==> src/rtl/lcd_ld_pkg.sv <==
package lcd_ld_pkg;

    typedef enum logic [1:0] {
        ADDR_WAIT = 2'd0,
        CAPTURE   = 2'd1,
        DISCARD   = 2'd2,
        COMMIT    = 2'd3
    } ld_state_e;

endpackage

==> src/rtl/ld_sync.sv <==
module ld_sync #(
    parameter int W = 3
) (
    input  logic         clk,
    input  logic         rst_n,
    input  logic [W-1:0] raw_i,
    output logic [W-1:0] sync_o
);

    logic [W-1:0] meta_q;
    logic [W-1:0] stab_q;

    always_ff @(posedge clk or negedge rst_n) begin
        if (!rst_n) begin
            meta_q <= '0;
            stab_q <= '0;
        end else begin
            meta_q <= raw_i;
            stab_q <= meta_q;
        end
    end

    assign sync_o = stab_q;

endmodule

==> src/rtl/ld_shift.sv <==
module ld_shift #(
    parameter int W = 8
) (
    input  logic         clk,
    input  logic         rst_n,
    input  logic         clr_i,
    input  logic         shift_i,
    input  logic         bit_i,
    output logic [W-1:0] q_o
);

    logic [W-1:0] sh_q;

    // new bit enters at the top, so after W shifts the first bit sits at 0
    always_ff @(posedge clk or negedge rst_n) begin
        if (!rst_n) begin
            sh_q <= '0;
        end else if (clr_i) begin
            sh_q <= '0;
        end else if (shift_i) begin
            sh_q <= {bit_i, sh_q[W-1:1]};
        end
    end

    assign q_o = sh_q;

endmodule

==> src/rtl/ld_capture.sv <==
module ld_capture #(
    parameter int CHUNK_W = 64,
    parameter int KEEP_W  = 60,
    parameter int ID_W    = 2,
    parameter int CNT_W   = $clog2(CHUNK_W + 2)
) (
    input  logic              clk,
    input  logic              rst_n,
    input  logic              clr_i,
    input  logic              shift_i,
    input  logic              bit_i,
    output logic [KEEP_W-1:0] body_o,
    output logic [ID_W-1:0]   id_o,
    output logic [CNT_W-1:0]  cnt_o
);

    localparam int ID_LSB  = CHUNK_W - ID_W;
    localparam int CNT_SAT = CHUNK_W + 1;

    logic [CNT_W-1:0]  cnt_q;
    logic [KEEP_W-1:0] body_q;
    logic [ID_W-1:0]   id_q;

    // saturating count of received bits; one past CHUNK_W marks an overrun
    always_ff @(posedge clk or negedge rst_n) begin
        if (!rst_n) begin
            cnt_q <= '0;
        end else if (clr_i) begin
            cnt_q <= '0;
        end else if (shift_i && (cnt_q != CNT_W'(CNT_SAT))) begin
            cnt_q <= cnt_q + 1'b1;
        end
    end

    // indexed write: only positions the store uses are kept, padding is dropped
    always_ff @(posedge clk or negedge rst_n) begin
        if (!rst_n) begin
            body_q <= '0;
            id_q   <= '0;
        end else if (shift_i) begin
            for (int k = 0; k < KEEP_W; k++) begin
                if (cnt_q == CNT_W'(k)) begin
                    body_q[k] <= bit_i;
                end
            end
            for (int j = 0; j < ID_W; j++) begin
                if (cnt_q == CNT_W'(ID_LSB + j)) begin
                    id_q[j] <= bit_i;
                end
            end
        end
    end

    assign body_o = body_q;
    assign id_o   = id_q;
    assign cnt_o  = cnt_q;

endmodule

==> src/rtl/ld_store.sv <==
module ld_store #(
    parameter int SEG_BITS   = 204,
    parameter int SLICE_W    = 52,
    parameter int NUM_CHUNKS = 4,
    parameter int ID_W       = 2,
    parameter int CTL_W      = 8,
    parameter int KEEP_W     = SLICE_W + CTL_W
) (
    input  logic                clk,
    input  logic                rst_n,
    input  logic                commit_i,
    input  logic [KEEP_W-1:0]   body_i,
    input  logic [ID_W-1:0]     id_i,
    output logic [SEG_BITS-1:0] disp_o,
    output logic [CTL_W-1:0]    ctl_o
);

    logic [CTL_W-1:0] ctl_q;

    for (genvar g = 0; g < NUM_CHUNKS; g++) begin : g_slice
        localparam int LO   = g * SLICE_W;
        localparam int REST = SEG_BITS - LO;
        localparam int SW   = (REST < SLICE_W) ? REST : SLICE_W;

        logic [SW-1:0] seg_q;

        always_ff @(posedge clk or negedge rst_n) begin
            if (!rst_n) begin
                seg_q <= '0;
            end else if (commit_i && (id_i == ID_W'(g))) begin
                seg_q <= body_i[SW-1:0];
            end
        end

        assign disp_o[LO +: SW] = seg_q;
    end

    always_ff @(posedge clk or negedge rst_n) begin
        if (!rst_n) begin
            ctl_q <= '0;
        end else if (commit_i && (id_i == '0)) begin
            ctl_q <= body_i[SLICE_W +: CTL_W];
        end
    end

    assign ctl_o = ctl_q;

endmodule

==> src/rtl/lcd_serial_loader.sv <==
module lcd_serial_loader
    import lcd_ld_pkg::*;
#(
    parameter int              SEG_BITS   = 204,
    parameter int              SLICE_W    = 52,
    parameter int              NUM_CHUNKS = 4,
    parameter int              CHUNK_W    = 64,
    parameter int              ID_W       = 2,
    parameter int              CTL_W      = 8,
    parameter int              ADDR_W     = 8,
    parameter logic [ADDR_W-1:0] DEV_ADDR = 8'h41
) (
    input  logic                clk,
    input  logic                rst_n,
    input  logic                ce_i,
    input  logic                sclk_i,
    input  logic                sdi_i,
    output logic [SEG_BITS-1:0] disp_o,
    output logic                cur_low_o,
    output logic [3:0]          port_sel_o,
    output logic                bias_half_o,
    output logic                seg_off_o,
    output logic                save_mode_o
);

    localparam int KEEP_W  = SLICE_W + CTL_W;
    localparam int D_CNT_W = $clog2(CHUNK_W + 2);

    logic [2:0]         sync_w;
    logic               ce_s, sclk_s, sdi_s;
    logic               ce_d, sclk_d;
    logic               ce_rise, ce_fall, sclk_rise;

    ld_state_e          st_q, st_d;
    logic               addr_shift, addr_clr;
    logic               data_shift, data_clr;
    logic               commit;

    logic [ADDR_W-1:0]  addr_q;
    logic [KEEP_W-1:0]  body_w;
    logic [ID_W-1:0]    id_w;
    logic [D_CNT_W-1:0] data_cnt;
    logic [CTL_W-1:0]   ctl_w;

    ld_sync #(.W(3)) u_sync (
        .clk    (clk),
        .rst_n  (rst_n),
        .raw_i  ({ce_i, sclk_i, sdi_i}),
        .sync_o (sync_w)
    );

    assign ce_s   = sync_w[2];
    assign sclk_s = sync_w[1];
    assign sdi_s  = sync_w[0];

    always_ff @(posedge clk or negedge rst_n) begin
        if (!rst_n) begin
            ce_d   <= 1'b0;
            sclk_d <= 1'b0;
        end else begin
            ce_d   <= ce_s;
            sclk_d <= sclk_s;
        end
    end

    assign ce_rise   = ce_s & ~ce_d;
    assign ce_fall   = ~ce_s & ce_d;
    assign sclk_rise = sclk_s & ~sclk_d;

    // state register
    always_ff @(posedge clk or negedge rst_n) begin
        if (!rst_n) begin
            st_q <= ADDR_WAIT;
        end else begin
            st_q <= st_d;
        end
    end

    // next state
    always_comb begin
        st_d = st_q;
        unique case (st_q)
            ADDR_WAIT: begin
                if (ce_rise) begin
                    st_d = (addr_q == DEV_ADDR) ? CAPTURE : DISCARD;
                end
            end
            CAPTURE: begin
                if (ce_fall) begin
                    st_d = COMMIT;
                end
            end
            DISCARD: begin
                if (ce_fall) begin
                    st_d = ADDR_WAIT;
                end
            end
            COMMIT: begin
                st_d = ADDR_WAIT;
            end
        endcase
    end

    // per-state controls
    always_comb begin
        addr_shift = 1'b0;
        addr_clr   = ce_fall;
        data_shift = 1'b0;
        data_clr   = ce_rise;
        commit     = 1'b0;
        unique case (st_q)
            ADDR_WAIT: addr_shift = sclk_rise & ~ce_s;
            CAPTURE:   data_shift = sclk_rise & ce_s;
            DISCARD:   ;
            COMMIT:    commit = (data_cnt == D_CNT_W'(CHUNK_W));
        endcase
    end

    ld_shift #(.W(ADDR_W)) u_addr (
        .clk     (clk),
        .rst_n   (rst_n),
        .clr_i   (addr_clr),
        .shift_i (addr_shift),
        .bit_i   (sdi_s),
        .q_o     (addr_q)
    );

    ld_capture #(
        .CHUNK_W (CHUNK_W),
        .KEEP_W  (KEEP_W),
        .ID_W    (ID_W),
        .CNT_W   (D_CNT_W)
    ) u_cap (
        .clk     (clk),
        .rst_n   (rst_n),
        .clr_i   (data_clr),
        .shift_i (data_shift),
        .bit_i   (sdi_s),
        .body_o  (body_w),
        .id_o    (id_w),
        .cnt_o   (data_cnt)
    );

    ld_store #(
        .SEG_BITS   (SEG_BITS),
        .SLICE_W    (SLICE_W),
        .NUM_CHUNKS (NUM_CHUNKS),
        .ID_W       (ID_W),
        .CTL_W      (CTL_W),
        .KEEP_W     (KEEP_W)
    ) u_store (
        .clk      (clk),
        .rst_n    (rst_n),
        .commit_i (commit),
        .body_i   (body_w),
        .id_i     (id_w),
        .disp_o   (disp_o),
        .ctl_o    (ctl_w)
    );

    assign cur_low_o   = ctl_w[0];
    assign port_sel_o  = ctl_w[4:1];
    assign bias_half_o = ctl_w[5];
    assign seg_off_o   = ctl_w[6];
    assign save_mode_o = ctl_w[7];

endmodule

==> config.mk <==
export PLATFORM = sky130hd
export DESIGN_NAME = lcd_serial_loader
export DESIGN_NICKNAME = d
export VERILOG_FILES = /design/src/rtl/lcd_ld_pkg.sv /design/src/rtl/ld_sync.sv /design/src/rtl/ld_shift.sv /design/src/rtl/ld_capture.sv /design/src/rtl/ld_store.sv /design/src/rtl/lcd_serial_loader.sv
export SDC_FILE = /design/constraint.sdc
export NUM_CORES = 1
export LEC_CHECK = 0
export BUFFER_PORTS_ARGS = -buffer_cell sky130_fd_sc_hd__buf_4
export CAP_MARGIN = 10
export CORE_ASPECT_RATIO = 0.7
export CORE_MARGIN = 10
export CORE_UTILIZATION = 45
export DETAILED_ROUTE_END_ITERATION = 16
export GPL_TIMING_DRIVEN = 0
export PLACE_DENSITY_LB_ADDON = 0.25
export SLEW_MARGIN = 20
export SYNTH_ARGS = -nofsm -noshare
export SYNTH_HDL_FRONTEND = slang
export SYNTH_SLANG_ARGS = --single-unit
==> constraint.sdc <==
create_clock -name clk -period 2.6 [get_ports clk]
set_input_delay 0.26 -clock clk [delete_from_list [all_inputs] [get_ports clk]]
set_output_delay 0.26 -clock clk [all_outputs]
set_load 0.005 [all_outputs]
==> results of run 1 <==
==> power by group <==
part / total [mW] / switching (mW) / internal, mW / leakage, nW
logic: 0.195 / 0.147 / 0.0480 / 3.14
registers: 4.67 / 0.0105 / 4.66 / 4.16
clock network: 4.62 / 1.82 / 2.79 / 0.516
==> sequential cells by signal, summed over array words and instances, names as in the netlist <==
name and flops:
st_q 2, u_store.g_slice.seg_q 204, u_cap.body_o 60, ce_d 1
u_store.ctl_o 8, u_cap.cnt_o 7, u_sync.sync_o 3, u_cap.id_o 2
sclk_d 1, u_addr.q_o 8, u_sync.meta_q 3
==> worst max path at each step <==
stage,start,cells after the start,to,slack (ns)
finish,u_cap.cnt_o[0],6,u_store.ctl_o[0],0.11
CTS,u_cap.cnt_o[0],6,u_store.g_slice[1].seg_q[10],0.03
detailed placement,u_cap.cnt_o[0],6,u_store.g_slice[1].seg_q[8],0.03
floorplan,st_q[1],6,u_cap.body_o[35],0.65
global placement,rst_n,1,u_store.g_slice[2].seg_q[47],-1.41
global route,u_cap.cnt_o[0],6,u_store.ctl_o[2],-0.007
==> kinds of logic (layout without fill, tap and decap cells) <==
family,count (synthesis),after routing,share of synthesized area [%]
adder cells (fa/ha/maj),4,4,0.419
AO/OA/AOI/OAI,27,27,1.34
AND/OR/NAND/NOR,135,135,7.08
multiplexers,278,278,26.2
buffers and inverters,58,336,2.32
flip-flops,299,299,62.7
==> metal layers <==
| metal | wire (um) | vias to the layer above |
|---|---|---|
| met5 | 0 | - |
| met4 | 448 | 0 |
| met2 | 13600 | 218 |
| met3 | 1900 | 40 |
| li1 | - | 3395 |
| met1 | 14600 | 3856 |
==> through the flow <==
step           power [mW]  hold slack [ns]  util, %  setup TNS, ns  setup WS [ns]
6_report             9.49            0.237     58.8              0          0.110
4_1_cts              9.61            0.245     58.8              0         0.0279
3_3_place_gp         4.94            0.335     54.1        -408.80          -1.41
2_1_floorplan        4.82          -0.0356        -              0          0.653
5_1_grt              9.82            0.270     58.8       -0.00914       -0.00684
3_5_place_dp         4.96            0.232     54.5              0         0.0348
==> final cells by class <==
class | instances | area share (%)
plain buffers | 54 | 1.76
clock buffers | 40 | 5.58
clock inverters | 14 | 1.41
inverters | 4 | 0.0987
multi-input cells | 444 | 27.5
flip-flops and latches | 299 | 49.2
well taps | 357 | 2.94
repair buffers | 224 | 11.6
==> what timing repair did <==
action,CTS,global route
setup buffers,0,1
hold buffers,4,0
endpoints found under the hold margin,66,0
resized for setup,0,5
endpoints found under the setup margin,0,81
==> cells in the final DEF, fill, tap and decap left out, types with 7 or more instances in the layout <==
master and count:
buf_2 16, a21oi_1 10, buf_1 7, nor3b_1 14, nand2_1 11, nand3b_1 10
dfrtp_1 299, nor3_1 42, clkbuf_16 31, mux2_2 274, clkbuf_1 27, nand3_1 16
o21ai_0 8, buf_4 216
==> metrics, run 1 <==
status completed; Synth top area share between 60% and 70%; Setup crit start kind flip-flop; Clock Pin Slew Worst Setup and Hold Paths about 0.060 ns; GRT Total Usage 17.9%; final hold violation count 0; Max FO, Critical Path 10; initial antenna violation count 0; H-tree lvl count 1; input/output buffers approximately 220; Pins Over Slew Limit 0; Std-Cell Rows 49; Avg Inst Size Synth 14.9 um2; r2r setup slk between 0.1 and 0.15 ns; number of synthesized flops with an enable pin 0; clock root buffer clkbuf_16; CTS Sinks around 300; Unique masters post-synth 39; worst r2r src u_cap.cnt_o[0]; Most used DFF post-synth dfrtp_1; async set-reset flop share out of synthesis between 90% and 100%; Post-synth top cells 299 x dfrtp_1, 274 x mux2_2, 42 x nor3_1, 23 x clkbuf_1, 17 x buf_2; Clock Skew ~0.0090 ns; Max Fclk 402 MHz; CP max-delay cell buf_1; clk buf depth 3; Die X about 210 um; DRT antenna net count 0; Critical Path AT 2.93 ns; Top Family by Delay on Critical Path buffers and inverters; r2r worst-path depth 6; MaxCap Viol Count 0; Die ar. 33600 um2; residual DRC count 0; post-synthesis cell area between 10000 and 15000 um2; worst vdd ir ~580 uV; Cell Area, Placed between 10000 and 15000 um2; global route overflow 0; top post-synthesis cells by area dfrtp_1 63%, mux2_2 26%, nor3_1 1.8%; CTS tree built; Post-Syn Instances 801; reg2reg end u_store.ctl_o[0]; 1st-pass router iterations 5; first-pass GRT wire length ~48 mm; met3 usage 4.33%; clock latency at the later pin of the worst-skew pair around 0.56 ns; final-report setup violation count 0; vias in the first global route roughly 8000; met1 usage a little over a quarter; critical path type flip-flop to flip-flop; count leader, synth dfrtp_1; ant diodes 0; routability congestion estimate 0.895; Worst Tran Pin Value 0.998 ns; Initial Util a little under half; yosys warns 0; most crowded layer after global routing met2; Yosys reg bits around 300; Largest stage delay, worst path between 0.5 and 0.6 ns; hpwl dp ~22 mm; vias per cell between 5 and 6; final instance area 15200 um2; CTS buffer count 30; Final min period around 2.5 ns; dpl cells about 1400; Multi-input gate area ~4200 um2; type of the tightest min-delay check input pin to async pin; non-filler instance count after layout ~1400; area delta synth->final 27.4%; pwr/cell area roughly 620 nW/um2; register area between 7000 and 8000 um2; Leakage Power 7.81 nW; Filler cells 2134; slew margin rel. between 30% and 40%; Final Net Count between 1000 and 1500; Routed WL slightly above 30 mm; core area around 26000 um2; worst path required time ~3.0 ns; Buf/Inv on CP 2; Seq/Total Area, Yosys 62.7%; largest net degree at the start of global routing 88; share of cells above drive strength 1 between 50% and 60%; met2 Use GR between 20% and 30%; area leader, netlist dfrtp_1; crit end category flip-flop; detailed-route via count approximately 7500; Die Y about 160 um; Post-Syn Nets 810; fin crit share between 90 and 100%; routed len/inst between 20 and 25 um; num ports roughly 220; Critical Path, Cell by Cell inv_1 > ha_1 > and4_1 > nand3_1 > buf_1 > mux2_2; DRT iter0 DRCs 460
Note: power is estimated with default switching activity, not from simulation.
==> inputs of run 2 (changes only) <==
--- a/config.mk
+++ b/config.mk
@@ -8,7 +8,7 @@
 export BUFFER_PORTS_ARGS = -buffer_cell sky130_fd_sc_hd__buf_4
 export CAP_MARGIN = 10
 export CORE_ASPECT_RATIO = 0.7
-export CORE_MARGIN = 10
+export CORE_MARGIN = 1
 export CORE_UTILIZATION = 45
 export DETAILED_ROUTE_END_ITERATION = 16
 export GPL_TIMING_DRIVEN = 0
@@ -16,4 +16,5 @@
 export SLEW_MARGIN = 20
 export SYNTH_ARGS = -nofsm -noshare
 export SYNTH_HDL_FRONTEND = slang
+export SYNTH_HIERARCHICAL = 1
 export SYNTH_SLANG_ARGS = --single-unit
==> run 2 against run 1 <==
Largest power group unchanged. Setup slack gained 0.077 ns. Wire length shrank 10%. Combinational power shrank 24%. Final area shrank 1.7%. Largest cell class unchanged. Maximum frequency grew 3.2%. Sequential share of layout area grew 0.86 points. Via count shrank 4.5%. Critical endpoint is now u_store/g_slice[0].seg_q[5].
==> metrics, run 2 <==
setup TNS 0 ns; CTS tree built; DRT antenna net count 0; H-tree lvl count 1; global route overflow 0; routed len/inst 19.9 um; ant diodes 0; Post-synth top cells 299 x dfrtp_1, 259 x mux2_2, 49 x nor2_1, 22 x buf_2, 22 x nand2_1; Core Util, Final 58.2%; Die X roughly 200 um; clock latency at the later pin of the worst-skew pair about 0.55 ns; slew margin rel. around 47%; Avg Inst Size Synth 15.3 um2; GRT Total Usage 20.3%; Std-Cell Rows 49; Most used DFF post-synth dfrtp_1; Die ar. ~27000 um2; Min Hold Slack around 0.21 ns; pwr/cell area 595 nW/um2; type of the tightest min-delay check input pin to async pin; critical path type flip-flop to flip-flop; CTS buffer count 29; Post-Syn Instances slightly below 800; area delta synth->final 26.7%; Max Fclk 414 MHz; Synth top area share around 63%; Clock Skew 0.0127 ns; final instance area around 15000 um2; Worst Setup Slack post-DPL -0.420 ns; Clock Pin Slew Worst Setup and Hold Paths 0.06 ns; vias per cell just over 5; Post-Syn Nets a little under 800; Yosys reg bits 299; final hold violation count 0; largest net degree at the start of global routing a little under 100; most crowded layer after global routing met1; Filler cells about 2100; DRT iter0 DRCs 393; core area about 26000 um2; Cell Area, Placed between 10000 and 15000 um2; Final Net Count around 1000; routability congestion estimate approximately 0.9; worst path required time 3.03 ns; post-synthesis cell area ~12000 um2; final-report setup violation count 0; MaxCap Viol Count 0; 1st-pass router iterations 5; hpwl dp 19.0 mm; Final min period roughly 2.4 ns; first-pass GRT wire length between 40 and 50 mm; met2 Use GR 28.8%; most frequent cells in the layout 299 x dfrtp_1, 259 x mux2_2, 227 x buf_4, 49 x nor2_1, 29 x clkbuf_16; Initial Util 45.9%; max reg flops 204; register name with the most flops u_store/g_slice.seg_q; Max FO, Critical Path 10; Unique masters post-synth 40; setup ws final around 0.19 ns; status completed; initial antenna violation count 0; yosys warns 6; Leakage Power 7.85 nW; Die Y between 100 and 150 um; number of synthesized flops with an enable pin 0; Critical Path AT approximately 2.8 ns; Routed WL 27.5 mm; top post-synthesis cells by area dfrtp_1 63%, mux2_2 25%, nor2_1 1.6%; vias in the first global route just over 7000; async set-reset flop share out of synthesis 100%; residual DRC count 0; detailed-route via count 7173; Setup crit start kind flip-flop; CTS Sinks between 200 and 300; Pins Over Slew Limit 0; commonest non-fill, non-tap cell in the layout dfrtp_1; input/output buffers roughly 220; met1 usage 31.6%; area leader, netlist dfrtp_1; num ports between 200 and 250; share of cells above drive strength 1 between 50% and 60%; Worst Tran Pin Value 0.794 ns; crit end category flip-flop; met3 usage under 10%; fin crit share between 90% and 100%; count leader, synth dfrtp_1; clock root buffer clkbuf_16; clk buf depth 3; worst vdd ir approximately 630 uV; Seq/Total Area, Yosys approximately 63%
## run 2: cell count changes in the layout (fill, tap and decap cells not counted), sizes merged, moves of 4 or more
cell    delta
nor2      +54
o21ai      -6
buf       +11
nand3      -9
mux2i      +5
a21oi      -7
nor3      -44
bufinv     -4
or3b       -5
nor3b      -8
nand2     +11
clkbuf    -15
## run 2: worst paths after layout
kind	from	endpoint	slack [ns]	cells after the start
max	u_cap/cnt_o[0]	u_store/g_slice[0].seg_q[5]	0.19	7
min	rst_n	u_store/g_slice[2].seg_q[27]	0.21	2
max reg2reg	u_cap/cnt_o[0]	u_store/g_slice[0].seg_q[5]	0.19	7
min reg2reg	u_sync/meta_q[0]	u_sync/sync_o[0]	0.35	0
max in group asynchronous	rst_n	u_cap/body_o[45]	1.18	4
min in group clk	u_sync/meta_q[0]	u_sync/sync_o[0]	0.35	0
## run 2: cells by family (layout without fill, tap and decap cells)
logic type | count (synthesis) | after routing | synth area share [%]
adders and majority gates | 4 | 4 | 0.424
and+or+nand+nor | 130 | 130 | 6.42
DFF | 299 | 299 | 63.4
xor gates and xnor gates | 2 | 2 | 0.148
buffers and inverters | 45 | 328 | 2.11
AOI/OAI and AO/OA | 9 | 9 | 0.488
muxes | 284 | 284 | 27.0
## run 2: per-layer routing
metal,wire [um],vias to the layer above,part of all wire (%)
met1,13600,3694,49
met3,1580,45,5.7
met5,0,-,0
met2,11800,193,43
li1,-,3241,-
met4,585,0,2.1
## run 2: timing repair
item                                    in CTS  in global routing
resized for setup                            1                  2
endpoints found under the setup margin     160                 81
pin swaps                                    2                  0
hold endpoints to repair                    51                  0
hold buffers                                 4                  0
buffers inserted                             6                  0
## run 2: through the flow
| stage | instances | total power [mW] |
|---|---|---|
| after floorplan | 773 | 4.78 |
| after global placement | 1320 | 4.89 |
| after CTS | 1387 | 9.02 |
| after global routing | 1387 | 9.19 |
| after detailed placement | 1323 | 4.91 |
| final | 1387 | 8.90 |
## run 2: critical path, stage by stage, from the launching register on
cell      delay, ns
dfrtp_1        0.47
nor4_1         0.32
nand3b_1       0.13
nor3_2         0.33
nor3b_4        0.27
buf_4          0.20
buf_4          0.23
mux2_2         0.36
## run 2: cell type report
type / count / area, um2 / share of cell area (%)
Buffer: 41 / 234 / 1.56
Clock buffer: 44 / 842 / 5.63
Clock inverter: 10 / 83.8 / 0.561
Inverter: 4 / 15.0 / 0.100
Multi-Input combinational cell: 429 / 4090 / 27.3
Sequential cell: 299 / 7480 / 50.0
Tap cell: 331 / 414 / 2.77
Timing Repair Buffer: 229 / 1800 / 12.0
## run 2: report_power, final
group / leakage (nW) / internal, mW / switching, mW
logic: 3.23 / 0.0329 / 0.115
registers: 4.16 / 4.66 / 0.00970
clock network: 0.454 / 2.33 / 1.75
